**config.mk**
```make
export PLATFORM = sky130hd
export DESIGN_NAME = rtc_bkp_ctl
export DESIGN_NICKNAME = d
export VERILOG_FILES = /design/src/rtl/rtc_bkp_pkg.sv /design/src/rtl/rtc_bkp_ctrl.sv /design/src/rtl/rtc_bkp_dpath.sv /design/src/rtl/rtc_bkp_ctl.sv
export SDC_FILE = /design/constraint.sdc
export NUM_CORES = 1
export LEC_CHECK = 0
export BUFFER_PORTS_ARGS = -buffer_cell sky130_fd_sc_hd__buf_2
export CAP_MARGIN = 10
export CORE_MARGIN = 2
export CORE_UTILIZATION = 36
export CTS_BUF_LIST = sky130_fd_sc_hd__clkbuf_2
export CTS_CLUSTER_DIAMETER = 40
export DETAILED_ROUTE_END_ITERATION = 7
export PLACE_DENSITY_LB_ADDON = 0.3
export SLEW_MARGIN = 20
export SYNTH_ARGS = -nofsm -noshare
export SYNTH_HDL_FRONTEND = slang
export SYNTH_SLANG_ARGS = --single-unit
```
**constraint.sdc**
```tcl
create_clock -name clk -period 1.59 [get_ports clk]
set_input_delay 0.0795 -clock clk [delete_from_list [all_inputs] [get_ports clk]]
set_output_delay 0.0795 -clock clk [all_outputs]
set_load 0.02 [all_outputs]
```
**src/rtl/rtc_bkp_pkg.sv**
```systemverilog
package rtc_bkp_pkg;
  localparam int DATA_W    = 32;
  localparam int LANES     = DATA_W / 8;
  localparam int BIT_OSCEN = 0;
  localparam int BIT_RDY   = 1;
  localparam int BIT_BYP   = 2;
  localparam int BIT_SEL   = 8;
  localparam int SEL_W     = 2;
  localparam int BIT_RTCEN = 15;
  localparam int BIT_SWRST = 16;

  typedef struct packed {
    logic wrLane2;
    logic wrLane1;
    logic wrLane0;
  } bdcStrobe_t;
endpackage

```
**src/rtl/rtc_bkp_ctrl.sv**
```systemverilog
module rtc_bkp_ctrl
  import rtc_bkp_pkg::*;
#(
  parameter int ADDR_W = 8,
  parameter logic [ADDR_W-1:0] REG_OFF = 8'h70,
  parameter int WAIT_CYC = 2
) (
  input  logic              clk,
  input  logic              sysRstN,
  input  logic              busValid,
  input  logic              busWrite,
  input  logic [ADDR_W-1:0] busAddr,
  input  logic [LANES-1:0]  busStrb,
  output logic              busReady,
  output logic              regHit,
  output bdcStrobe_t        stb
);
  localparam int CNT_W = $clog2(WAIT_CYC + 1);
  localparam logic [CNT_W-1:0] CNT_LOAD = CNT_W'(WAIT_CYC - 1);

  logic             prevDoneQ;
  logic [CNT_W-1:0] waitQ;
  logic             stall;
  logic             accDone;
  logic             wrDone;
  logic             unusedStrb;

  assign regHit   = (busAddr == REG_OFF);
  assign stall    = regHit && (prevDoneQ || (waitQ != '0));
  assign busReady = !(busValid && stall);
  assign accDone  = busValid && regHit && busReady;
  assign wrDone   = accDone && busWrite;

  assign stb.wrLane0 = wrDone && busStrb[0];
  assign stb.wrLane1 = wrDone && busStrb[1];
  assign stb.wrLane2 = wrDone && busStrb[2];
  assign unusedStrb  = ^busStrb[LANES-1:3];

  always_ff @(posedge clk or negedge sysRstN) begin
    if (!sysRstN) begin
      prevDoneQ <= 1'b0;
      waitQ     <= '0;
    end else begin
      prevDoneQ <= accDone;
      if (busValid && regHit && prevDoneQ && (waitQ == '0))
        waitQ <= CNT_LOAD;
      else if (waitQ != '0)
        waitQ <= waitQ - 1'b1;
    end
  end
endmodule

```
**src/rtl/rtc_bkp_dpath.sv**
```systemverilog
module rtc_bkp_dpath
  import rtc_bkp_pkg::*;
#(
  parameter int SYNC_STAGES = 2
) (
  input  logic              clk,
  input  logic              porRstN,
  input  bdcStrobe_t        stb,
  input  logic [DATA_W-1:0] busWdata,
  input  logic              domWrEn,
  input  logic              oscStable,
  output logic [DATA_W-1:0] regVal,
  output logic              oscEnable,
  output logic              oscBypass,
  output logic [SEL_W-1:0]  rtcSrcSel,
  output logic              rtcClkEn,
  output logic              domRst,
  output logic              selLocked
);
  logic                   oscEnQ, bypQ, rtcEnQ, swRstQ, lockQ;
  logic [SEL_W-1:0]       selQ;
  logic [SYNC_STAGES-1:0] syncQ;
  logic                   rdyFlag;
  logic                   unusedWdata;

  assign unusedWdata = ^{busWdata[DATA_W-1:BIT_SWRST+1],
                         busWdata[BIT_RTCEN-1:BIT_SEL+SEL_W],
                         busWdata[BIT_SEL-1:BIT_BYP+1],
                         busWdata[BIT_RDY]};

  always_ff @(posedge clk or negedge porRstN) begin
    if (!porRstN) syncQ <= '0;
    else          syncQ <= {syncQ[SYNC_STAGES-2:0], oscStable};
  end

  always_ff @(posedge clk or negedge porRstN) begin
    if (!porRstN) begin
      oscEnQ <= 1'b0;
      bypQ   <= 1'b0;
      selQ   <= '0;
      lockQ  <= 1'b0;
      rtcEnQ <= 1'b0;
      swRstQ <= 1'b0;
    end else begin
      if (stb.wrLane2) swRstQ <= busWdata[BIT_SWRST];
      if (swRstQ) begin
        oscEnQ <= 1'b0;
        bypQ   <= 1'b0;
        selQ   <= '0;
        lockQ  <= 1'b0;
        rtcEnQ <= 1'b0;
      end else if (domWrEn) begin
        if (stb.wrLane0) begin
          oscEnQ <= busWdata[BIT_OSCEN];
          bypQ   <= busWdata[BIT_BYP];
        end
        if (stb.wrLane1) begin
          rtcEnQ <= busWdata[BIT_RTCEN];
          if (!lockQ) begin
            selQ <= busWdata[BIT_SEL +: SEL_W];
            if (busWdata[BIT_SEL +: SEL_W] != '0) lockQ <= 1'b1;
          end
        end
      end
    end
  end

  assign rdyFlag = syncQ[SYNC_STAGES-1] && oscEnQ;

  always_comb begin
    regVal                   = '0;
    regVal[BIT_OSCEN]        = oscEnQ;
    regVal[BIT_RDY]          = rdyFlag;
    regVal[BIT_BYP]          = bypQ;
    regVal[BIT_SEL +: SEL_W] = selQ;
    regVal[BIT_RTCEN]        = rtcEnQ;
    regVal[BIT_SWRST]        = swRstQ;
  end

  assign oscEnable = oscEnQ;
  assign oscBypass = bypQ;
  assign rtcSrcSel = selQ;
  assign rtcClkEn  = rtcEnQ;
  assign domRst    = swRstQ;
  assign selLocked = lockQ;
endmodule

```
**src/rtl/rtc_bkp_ctl.sv**
```systemverilog
module rtc_bkp_ctl
  import rtc_bkp_pkg::*;
#(
  parameter int ADDR_W = 8,
  parameter logic [ADDR_W-1:0] REG_OFF = 8'h70,
  parameter int WAIT_CYC = 2,
  parameter int SYNC_STAGES = 2
) (
  input  logic              clk,
  input  logic              porRstN,
  input  logic              sysRstN,
  input  logic              busValid,
  input  logic              busWrite,
  input  logic [ADDR_W-1:0] busAddr,
  input  logic [31:0]       busWdata,
  input  logic [3:0]        busStrb,
  output logic [31:0]       busRdata,
  output logic              busReady,
  input  logic              domWrEn,
  input  logic              oscStable,
  output logic              oscEnable,
  output logic              oscBypass,
  output logic [1:0]        rtcSrcSel,
  output logic              rtcClkEn,
  output logic              domRst
);
  bdcStrobe_t        stb;
  logic              regHit;
  logic              selLocked;
  logic [DATA_W-1:0] regVal;

  rtc_bkp_ctrl #(.ADDR_W(ADDR_W), .REG_OFF(REG_OFF), .WAIT_CYC(WAIT_CYC)) u_ctrl (
    .clk(clk), .sysRstN(sysRstN), .busValid(busValid), .busWrite(busWrite),
    .busAddr(busAddr), .busStrb(busStrb), .busReady(busReady),
    .regHit(regHit), .stb(stb)
  );

  rtc_bkp_dpath #(.SYNC_STAGES(SYNC_STAGES)) u_dpath (
    .clk(clk), .porRstN(porRstN), .stb(stb), .busWdata(busWdata),
    .domWrEn(domWrEn), .oscStable(oscStable), .regVal(regVal),
    .oscEnable(oscEnable), .oscBypass(oscBypass), .rtcSrcSel(rtcSrcSel),
    .rtcClkEn(rtcClkEn), .domRst(domRst), .selLocked(selLocked)
  );

  assign busRdata = (busValid && regHit) ? regVal : '0;
endmodule

```
==> results of run 1 <==
==> cell usage after synthesis (2+ instances only) <==
library cell,number
nor3b_1,2
nor2_1,2
nand2b_1,10
buf_4,25
and2_2,6
mux2i_1,6
and3_1,2
and4b_1,2
nand4_1,4
dfrtp_1,12
inv_1,4
==> sequential cells by signal, summed over array words and instances, names as in the netlist <==
register and cells:
u_dpath.domRst 1, u_dpath.selLocked 1, u_ctrl.waitQ 2, u_dpath.oscBypass 1
u_dpath.rtcClkEn 1, u_ctrl.prevDoneQ 1, u_dpath.oscEnable 1, u_dpath.rtcSrcSel 2
u_dpath.syncQ 2
==> cell type report <==
cell class | instances | area [um^2]
sequential | 12 | 300
multi-input combinational | 71 | 467
tap | 28 | 35.0
clock buffer | 3 | 15.0
inverter | 4 | 15.0
clock inverter | 1 | 3.75
timing repair buffer | 40 | 215
fill | 227 | 1220
==> cells by family after synthesis <==
family	synth area share, %
flops	33.9
simple gates	27.8
mux	8.04
buf+inv	25.1
fa+ha+maj	1.41
compound gates	3.39
other cells	0.423
==> final timing paths <==
check | start | end | slack [ps] | depth (start not counted)
min reg2reg | u_dpath.syncQ[0] | u_dpath.syncQ[1] | 370 | 0
min | busWdata[16] | u_dpath.domRst | 40 | 2
min in group asynchronous | sysRstN | u_ctrl.waitQ[1] | 110 | 2
max reg2reg | u_ctrl.waitQ[0] | u_dpath.oscEnable | 150 | 5
max in group asynchronous | porRstN | u_dpath.oscEnable | 1230 | 2
max | u_ctrl.waitQ[0] | u_dpath.oscEnable | 150 | 5
==> power by group through the flow <==
stage	sequential [uW]	combinational, uW	clock (uW)
3_5_place_dp	409	364	0
4_1_cts	403	370	164
5_1_grt	414	456	184
2_1_floorplan	444	270	0
3_3_place_gp	405	349	0
6_report	402	403	165
==> per-layer routing <==
| metal | global-route usage, % | wire length, um | up-vias |
|---|---|---|---|
| met3 | 1.94 | 151 | 4 |
| met2 | 24.5 | 841 | 43 |
| li1 | - | - | 336 |
| met5 | 0 | 0 | - |
| met4 | 6.41 | 21 | 0 |
| met1 | 15.0 | 698 | 326 |
==> worst max-delay path: cells and delay by family, from the launching register on <==
kind                     cells  cell delay [ps]
AND/OR/NAND/NOR              2              500
flip-flops                   1              390
multiplexers                 1              190
adder cells (fa/ha/maj)      1              180
buffers and inverters        1              120
==> repair_timing <==
action / CTS / global route
endpoints found under the hold margin: 13 / 0
resized for setup: 0 / 2
hold buffers: 3 / 0
endpoints found under the setup margin: 0 / 2
buffers inserted: 0 / 0
==> metrics by stage <==
stage / hold WS [ps] / utilization, %
CTS: 35.6 / 45.6
finish: 37.4 / 46.2
detailed placement: -121 / 43.5
global route: 26.8 / 46.2
floorplan: -216 / -
global placement: -125 / 43.5
==> flow_metrics.env, run 1 <==
export IMPL_min_period_over_period_pct=90.8
export IMPL_drive_gt1_share_pct=39.7
export IMPL_worstSetupEndpointType="flop"
export IMPL_startpoint_type="flop"
export IMPL_hold_path_class="primary input to flop"
export IMPL_ys_types=27
export IMPL_ios=90
export IMPL_p_sw_uw=382
export IMPL_cts_tree="done"
export IMPL_postPlaceCellArea_um2=990
export IMPL_skew_ps=1.23
export IMPL_dp_cells=152
export IMPL_cp_arrival_ps=1640
export IMPL_internal_power_uw=588
export IMPL_nets=184
export IMPL_combPwrFrac_pct=41.5
export IMPL_die_y_um=53.6
export IMPL_dieArea_um2=2880
export IMPL_grt_ovfl_total=0
export IMPL_crit_required_ps=1790
export IMPL_synth_edff_count=0
export IMPL_initial_core_util_pct=39.0
export IMPL_seq_area_frac_synth_pct=33.9
export IMPL_crit_slowest_cell="dfrtp_1"
export IMPL_synth_top_cell_area_share_pct=33.9
export IMPL_clockBufferDepth=2
export IMPL_dp_hpwl_um=1380
export IMPL_fin_total_pwr_uw=970
export IMPL_yosys_area_top_type="dfrtp_1"
export IMPL_ys_seq_elements=12
export IMPL_avgSynthCellArea_um2=9.75
export IMPL_sw_frac_of_total_pct=39.4
export IMPL_die_w_um=53.6
export IMPL_io_buffers=37
export IMPL_peakVddDrop_mv=0.429
export IMPL_crit_fanout=5
export IMPL_synthesis_area_um2=887
export IMPL_slew_violations=0
export IMPL_wl_per_cell_um=10.8
export IMPL_rsz0062_at_grt="false"
export IMPL_drv_cap=0
export IMPL_avgViaCountPerCell=4.46
export IMPL_final_cell_mix="buf_2, conb_1, dfrtp_1, nand2b_1"
export IMPL_synth_cells=91
export IMPL_ys_warn_count=0
export IMPL_first_global_vias=641
export IMPL_post_route_min_period_ps=1440
export IMPL_pwr_share_clk_pct=17.0
export IMPL_ant_nets=0
export IMPL_fin_area_um2=1050
export IMPL_clk_pin_slew_worst_paths_ps=130
export IMPL_setup_ws_ps=146
export IMPL_synthTopCellsByArea="dfrtp_1, buf_4, nand2b_1"
export IMPL_finalHoldViolCount=0
export IMPL_crit_chain="inv_1 > ha_4 > and4b_1 > and4_4 > mux2i_1"
export IMPL_area_growth_pct=18.5
export IMPL_cts_htree_levels=1
export IMPL_grt_max_degree=15
export IMPL_drt_wl_total_um=1710
export IMPL_grt_total_usage_pct=13.4
export IMPL_layout_commonest_cell="buf_2"
export IMPL_stdcell_count=159
export IMPL_dpl_worst_slack_ps=97.3
export IMPL_grt_pass1_wl_um=2690
export IMPL_design_core_area_um2=2280
export IMPL_rows=17
export IMPL_cts_inserted_buffers=3
export IMPL_finalSetupViolations=0
export IMPL_num_antenna_cells=0
export IMPL_worstSetupPathType="flop to flop"
export IMPL_place_gp_congestion=0.730
export IMPL_antenna_found_initial=0
export IMPL_pwr_share_seq_pct=41.5
export IMPL_slowest_delay_ps=390
export IMPL_status="completed"
export IMPL_async_flop_share_pct=100
export IMPL_cts_sinks=12
export IMPL_root_buffer="clkbuf_2"
export IMPL_cellPowerDensity_nw_per_um2=923
export IMPL_final_setup_tns_ps=0
export IMPL_fmax_ghz=0.693
export IMPL_p_leak_uw=0.000585
export IMPL_first_pass_iters=4
export IMPL_drc=0
export IMPL_vias=709
export IMPL_synth_ff_type="dfrtp_1"
export IMPL_drt_iter0_markers=5
export IMPL_insertion_delay_ps=270
(Power assumes the default switching activity.)
==> inputs of run 2 (changes only) <==
- CORE_UTILIZATION: 36 -> 35
- CTS_BUF_LIST: sky130_fd_sc_hd__clkbuf_2 -> sky130_fd_sc_hd__clkbuf_16
==> flow_metrics.env, run 2 (synthesized netlist as in run 1, its figures left out) <==
export IMPL_status="completed"
export IMPL_cts_inserted_buffers=3
export IMPL_design_core_area_um2=2430
export IMPL_dp_hpwl_um=1260
export IMPL_cp_arrival_ps=1610
export IMPL_cts_tree="done"
export IMPL_dpl_worst_slack_ps=117
export IMPL_first_pass_iters=4
export IMPL_slowest_delay_ps=360
export IMPL_setup_ws_ps=127
export IMPL_cellPowerDensity_nw_per_um2=1120
export IMPL_hold_path_class="primary input to flop"
export IMPL_crit_chain="inv_1 > ha_1 > and4b_1 > nand4_1 > a211oi_1"
export IMPL_place_gp_congestion=0.715
export IMPL_grt_total_usage_pct=13.0
export IMPL_post_route_min_period_ps=1460
export IMPL_min_period_over_period_pct=92.0
export IMPL_wl_per_cell_um=10.0
export IMPL_num_antenna_cells=0
export IMPL_grt_use_met2_pct=19.9
export IMPL_cts_setup_buffers=0
export IMPL_ios=90
export IMPL_grt_use_met3_pct=3.01
export IMPL_grt_pass1_wl_um=2630
export IMPL_crit_fanout=5
export IMPL_drive_gt1_share_pct=38.9
export IMPL_ant_nets=0
export IMPL_layout_commonest_cell="buf_2"
export IMPL_io_buffers=37
export IMPL_avgViaCountPerCell=4.28
export IMPL_first_global_vias=612
export IMPL_stdcell_count=161
export IMPL_drv_cap=0
export IMPL_dieArea_um2=2950
export IMPL_grt_ovfl_total=0
export IMPL_crit_slowest_cell="dfrtp_1"
export IMPL_dp_cells=154
export IMPL_final_cell_mix="buf_2, conb_1, dfrtp_1, nand2b_1"
export IMPL_cts_htree_levels=1
export IMPL_clk_pin_slew_worst_paths_ps=40
export IMPL_slew_violations=0
export IMPL_cts_sinks=12
export IMPL_finalSetupViolations=0
export IMPL_rsz0062_at_grt="false"
export IMPL_grt_max_degree=15
export IMPL_drc=0
export IMPL_nets=184
export IMPL_path_buf_inv=1
export IMPL_root_buffer="clkbuf_16"
export IMPL_rows=18
export IMPL_startpoint_type="flop"
export IMPL_fmax_ghz=0.684
export IMPL_skew_ps=2.17
export IMPL_finalHoldViolCount=0
export IMPL_vias=689
export IMPL_area_growth_pct=24.1
export IMPL_drt_wl_total_um=1610
export IMPL_final_setup_tns_ps=0
export IMPL_die_w_um=54.3
export IMPL_grt_busiest_layer="met2"
export IMPL_antenna_found_initial=0
export IMPL_initial_core_util_pct=36.5
export IMPL_crit_required_ps=1740
export IMPL_insertion_delay_ps=240
export IMPL_die_y_um=54.3
export IMPL_clockBufferDepth=2
export IMPL_p_leak_uw=0.000610
export IMPL_worstSetupPathType="flop to flop"
export IMPL_met1_usage_pct=16.4
export IMPL_worstSetupEndpointType="flop"
export IMPL_critPathTopFamily="simple AND/OR/NAND/NOR gates"
export IMPL_cts_resized=0
export IMPL_peakVddDrop_mv=0.613
export IMPL_drt_iter0_markers=3
-- run 2: cell counts in the layout (fill, tap and decap cells not counted) --
No cell type changed its count.
-- run 2: layout make-up --
class / instances / area (um^2)
clock inverter: 1 / 3.75
multi-input combinational: 71 / 454
inverter: 4 / 15.0
timing repair buffer: 40 / 215
sequential: 12 / 300
fill: 260 / 1330
tap: 30 / 37.5
clock buffer: 3 / 75.1
-- run 2: worst paths after layout --
check,from,endpoint,slack [ps],cells past startpoint
setup reg to reg,u_ctrl.waitQ[0],u_dpath.selLocked,130,5
hold reg to reg,u_dpath.syncQ[0],u_dpath.syncQ[1],350,0
min in group asynchronous,sysRstN,u_ctrl.prevDoneQ,160,2
setup / recovery,u_ctrl.waitQ[0],u_dpath.selLocked,130,5
hold / removal,busWdata[16],u_dpath.domRst,80,2
max in group asynchronous,porRstN,u_dpath.oscEnable,1200,2
-- run 2: repair_timing --
| item | CTS | global route |
|---|---|---|
| hold buffers | 3 | 0 |
| endpoints found under the hold margin | 13 | 0 |
| endpoints found under the setup margin | 0 | 0 |
-- run 2: metal layers --
layer | part of all wire, % | up-vias
li1 | - | 336
met1 | 41 | 302
met2 | 44 | 48
met3 | 12 | 3
met4 | 2.2 | 0
met5 | 0 | -
-- run 2: power by group --
| part | internal [uW] | switching, uW |
|---|---|---|
| clock | 331 | 136 |
| combinational | 143 | 217 |
| sequential | 371 | 34.0 |
| total | 845 | 387 |
-- run 2: stage by stage --
step	hold slack (ps)	cell area [um^2]	power [uW]	utilization [%]
after floorplan	-216	977	714	-
after global placement	-119	992	755	40.8
after detailed placement	-120	992	767	40.8
after CTS	77.8	1100	1250	45.3
after global routing	80.7	1100	1320	45.3
final	77.4	1100	1230	45.3
==> inputs of run 3 (changes only) <==
- CORE_UTILIZATION: 35 -> 39
- CTS_BUF_LIST: sky130_fd_sc_hd__clkbuf_16 -> default
- SLEW_MARGIN: 20 -> default
- SYNTH_HIERARCHICAL: default -> 1
==> flow_metrics.env, run 3 <==
export IMPL_die_y_um=57.7
export IMPL_n_fill_cell=270
export IMPL_dp_hpwl_um=1680
export IMPL_peakVddDrop_mv=0.457
export IMPL_area_growth_pct=21.7
export IMPL_regArea_um2=300
export IMPL_async_flop_share_pct=100
export IMPL_stdcell_count=198
export IMPL_crit_fanout=6
export IMPL_yosys_area_share_xor_xnor_pct=0.778
export IMPL_synth_edff_count=0
export IMPL_ys_seq_elements=12
export IMPL_synth_top_cell_area_share_pct=26.7
export IMPL_clk_pin_slew_worst_paths_ps=70
export IMPL_yosys_top_cells_count="and3_2, buf_4, dfrtp_1, a21oi_1, nand2b_1"
export IMPL_sw_frac_of_total_pct=30.2
export IMPL_fin_area_um2=1370
export IMPL_dieArea_um2=3330
export IMPL_pwr_share_clk_pct=22.6
export IMPL_grt_max_degree=37
export IMPL_vias=901
export IMPL_dr_wl_met2_um=1080
export IMPL_postPlaceCellArea_um2=1200
export IMPL_yosys_area_top_type="dfrtp_1"
export IMPL_synth_cells=126
export IMPL_drt_iter0_markers=20
export IMPL_cts_tree="done"
export IMPL_synth_fa_ha_area_share_pct=1.11
export IMPL_drc=0
export IMPL_slew_violations=0
export IMPL_muxShareOfSynthArea_pct=2.78
export IMPL_antenna_found_initial=0
export IMPL_grt_total_usage_pct=12.9
export IMPL_whs_ps=47.7
export IMPL_synthesis_area_um2=1130
export IMPL_crit_required_ps=1510
export IMPL_first_pass_iters=4
export IMPL_seq_area_frac_synth_pct=26.7
export IMPL_initial_core_util_pct=40.8
export IMPL_grt_pass1_wl_um=3470
export IMPL_layout_commonest_cell="buf_2"
export IMPL_worstSetupPathType="primary input to primary output"
export IMPL_insertion_delay_ps=260
export IMPL_top_layer_used="met4"
export IMPL_startpoint_type="primary input"
export IMPL_skew_ps=0.748
export IMPL_place_gp_congestion=0.751
export IMPL_num_antenna_cells=0
export IMPL_avgSynthCellArea_um2=8.94
export IMPL_dp_cells=184
export IMPL_drv_cap=0
export IMPL_clockBufferDepth=2
export IMPL_ant_nets=0
export IMPL_p_leak_uw=0.000796
export IMPL_synthTopCellsByArea="dfrtp_1, and3_2, buf_4"
export IMPL_synth_compound_area_share_pct=7.22
export IMPL_ys_types=28
export IMPL_finalSetupViolations=0
export IMPL_root_buffer="clkbuf_4"
export IMPL_yosys_area_share_simple_pct=34.4
export IMPL_die_w_um=57.7
export IMPL_grt_ovfl_total=0
export IMPL_cts_htree_levels=1
export IMPL_ys_warn_count=6
export IMPL_cts_sinks=12
export IMPL_synth_top_family_by_area="simple AND/OR/NAND/NOR gates"
export IMPL_wl_per_cell_um=11.5
export IMPL_worstSetupEndpointType="primary output"
export IMPL_utilization_pct=49.7
export IMPL_cts_inserted_buffers=3
export IMPL_p_sw_uw=306
export IMPL_synth_ff_type="dfrtp_1"
export IMPL_min_period_over_period_pct=97.5
export IMPL_status="completed"
export IMPL_hold_path_class="primary input to flop"
export IMPL_pwr_share_seq_pct=37.7
export IMPL_internal_power_uw=708
export IMPL_design_core_area_um2=2760
export IMPL_drive_gt1_share_pct=59.3
export IMPL_avgViaCountPerCell=4.55
export IMPL_rsz0062_at_grt="true"
export IMPL_rows=19
export IMPL_final_cell_mix="buf_2, and3_2, conb_1, buf_4, dfrtp_1"
export IMPL_cellPowerDensity_nw_per_um2=740
export IMPL_finalHoldViolCount=0
export IMPL_first_global_vias=783
export IMPL_drt_wl_total_um=2270
export IMPL_post_route_min_period_ps=1550
export IMPL_wl_met1_um=1020
export IMPL_final_setup_tns_ps=0
export IMPL_multi_input_area_um2=646
export IMPL_io_buffers=37
export IMPL_nets=220
export IMPL_cp_arrival_ps=1470
export IMPL_ios=90
export IMPL_fmax_ghz=0.645
export IMPL_met3_wirelength_um=162
export IMPL_combPwrFrac_pct=39.7
run 3: changes by cell type after synthesis, moves of 3 or more:
cell,previous run,this run
buf_2,0,3
a21oi_1,0,5
a21bo_2,0,3
nand2b_1,10,5
mux2i_1,6,2
nand4_1,4,0
and2_2,6,0
and2_1,0,4
nand3_1,0,4
and3_2,0,32
buf_4,25,32
run 3: cell type report:
class	instances	share of cell area [%]
Inverter	4	1.10
Tap cell	31	2.83
Timing Repair Buffer	53	24.4
Sequential cell	12	21.9
Multi-Input combinational cell	94	47.1
Clock buffer	4	2.65
run 3: kinds of logic after synthesis:
kind of cell             count (synthesis)
AO/OA/AOI/OAI                           11
flip-flops                              12
other                                    1
XOR/XNOR                                 1
adder cells (fa/ha/maj)                  1
AND/OR/NAND/NOR                         53
multiplexers                             3
buffers and inverters                   44
run 3: worst paths after layout:
kind / startpoint / to / slack [ps] / depth (start not counted)
setup reg to reg: u_ctrl/waitQ[0] / u_dpath/rtcSrcSel[1] / 70 / 7
min in group asynchronous: sysRstN / u_ctrl/prevDoneQ / 140 / 2
setup / recovery: busAddr[7] / busRdata[2] / 40 / 7
max in group asynchronous: porRstN / u_dpath/rtcSrcSel[1] / 1210 / 2
hold / removal: busWdata[16] / u_dpath/domRst / 50 / 2
hold reg to reg: u_dpath/syncQ[0] / u_dpath/syncQ[1] / 360 / 0
run 3: what timing repair did:
action                                  4_1_cts  5_1_grt
hold endpoints to repair                     13        0
gates resized for setup                       5       11
endpoints found under the setup margin       10       12
buffers inserted                              1        4
cloned                                        1        1
pin swaps                                     0        1
hold buffers                                  3        0
run 3: critical path: stages:
cell,delay [ps]
buf_2,100
or4b_4,540
buf_4,160
nor2_4,150
buf_6,130
and3_2,150
buf_2,150
run 3: power groups by stage:
stage | Clock (uW) | Sequential (uW) | Combinational, uW
final | 229 | 382 | 403
after global routing | 258 | 389 | 445
after CTS | 237 | 382 | 366
after detailed placement | 0 | 391 | 313
after global placement | 0 | 389 | 290
after floorplan | 0 | 386 | 276
run 3: stage by stage:
stage / power (uW) / worst slack, ps
floorplan: 661 / 36.9
global placement: 678 / -108
detailed placement: 704 / -138
CTS: 986 / -3.88
global route: 1090 / -45.8
finish: 1010 / 39.2
run 3: per-layer routing:
metal | vias up | global-route usage [%]
li1 | 457 | -
met1 | 404 | 16.3
met2 | 38 | 22.7
met3 | 2 | 2.46
met4 | 0 | 2.99
met5 | - | 0
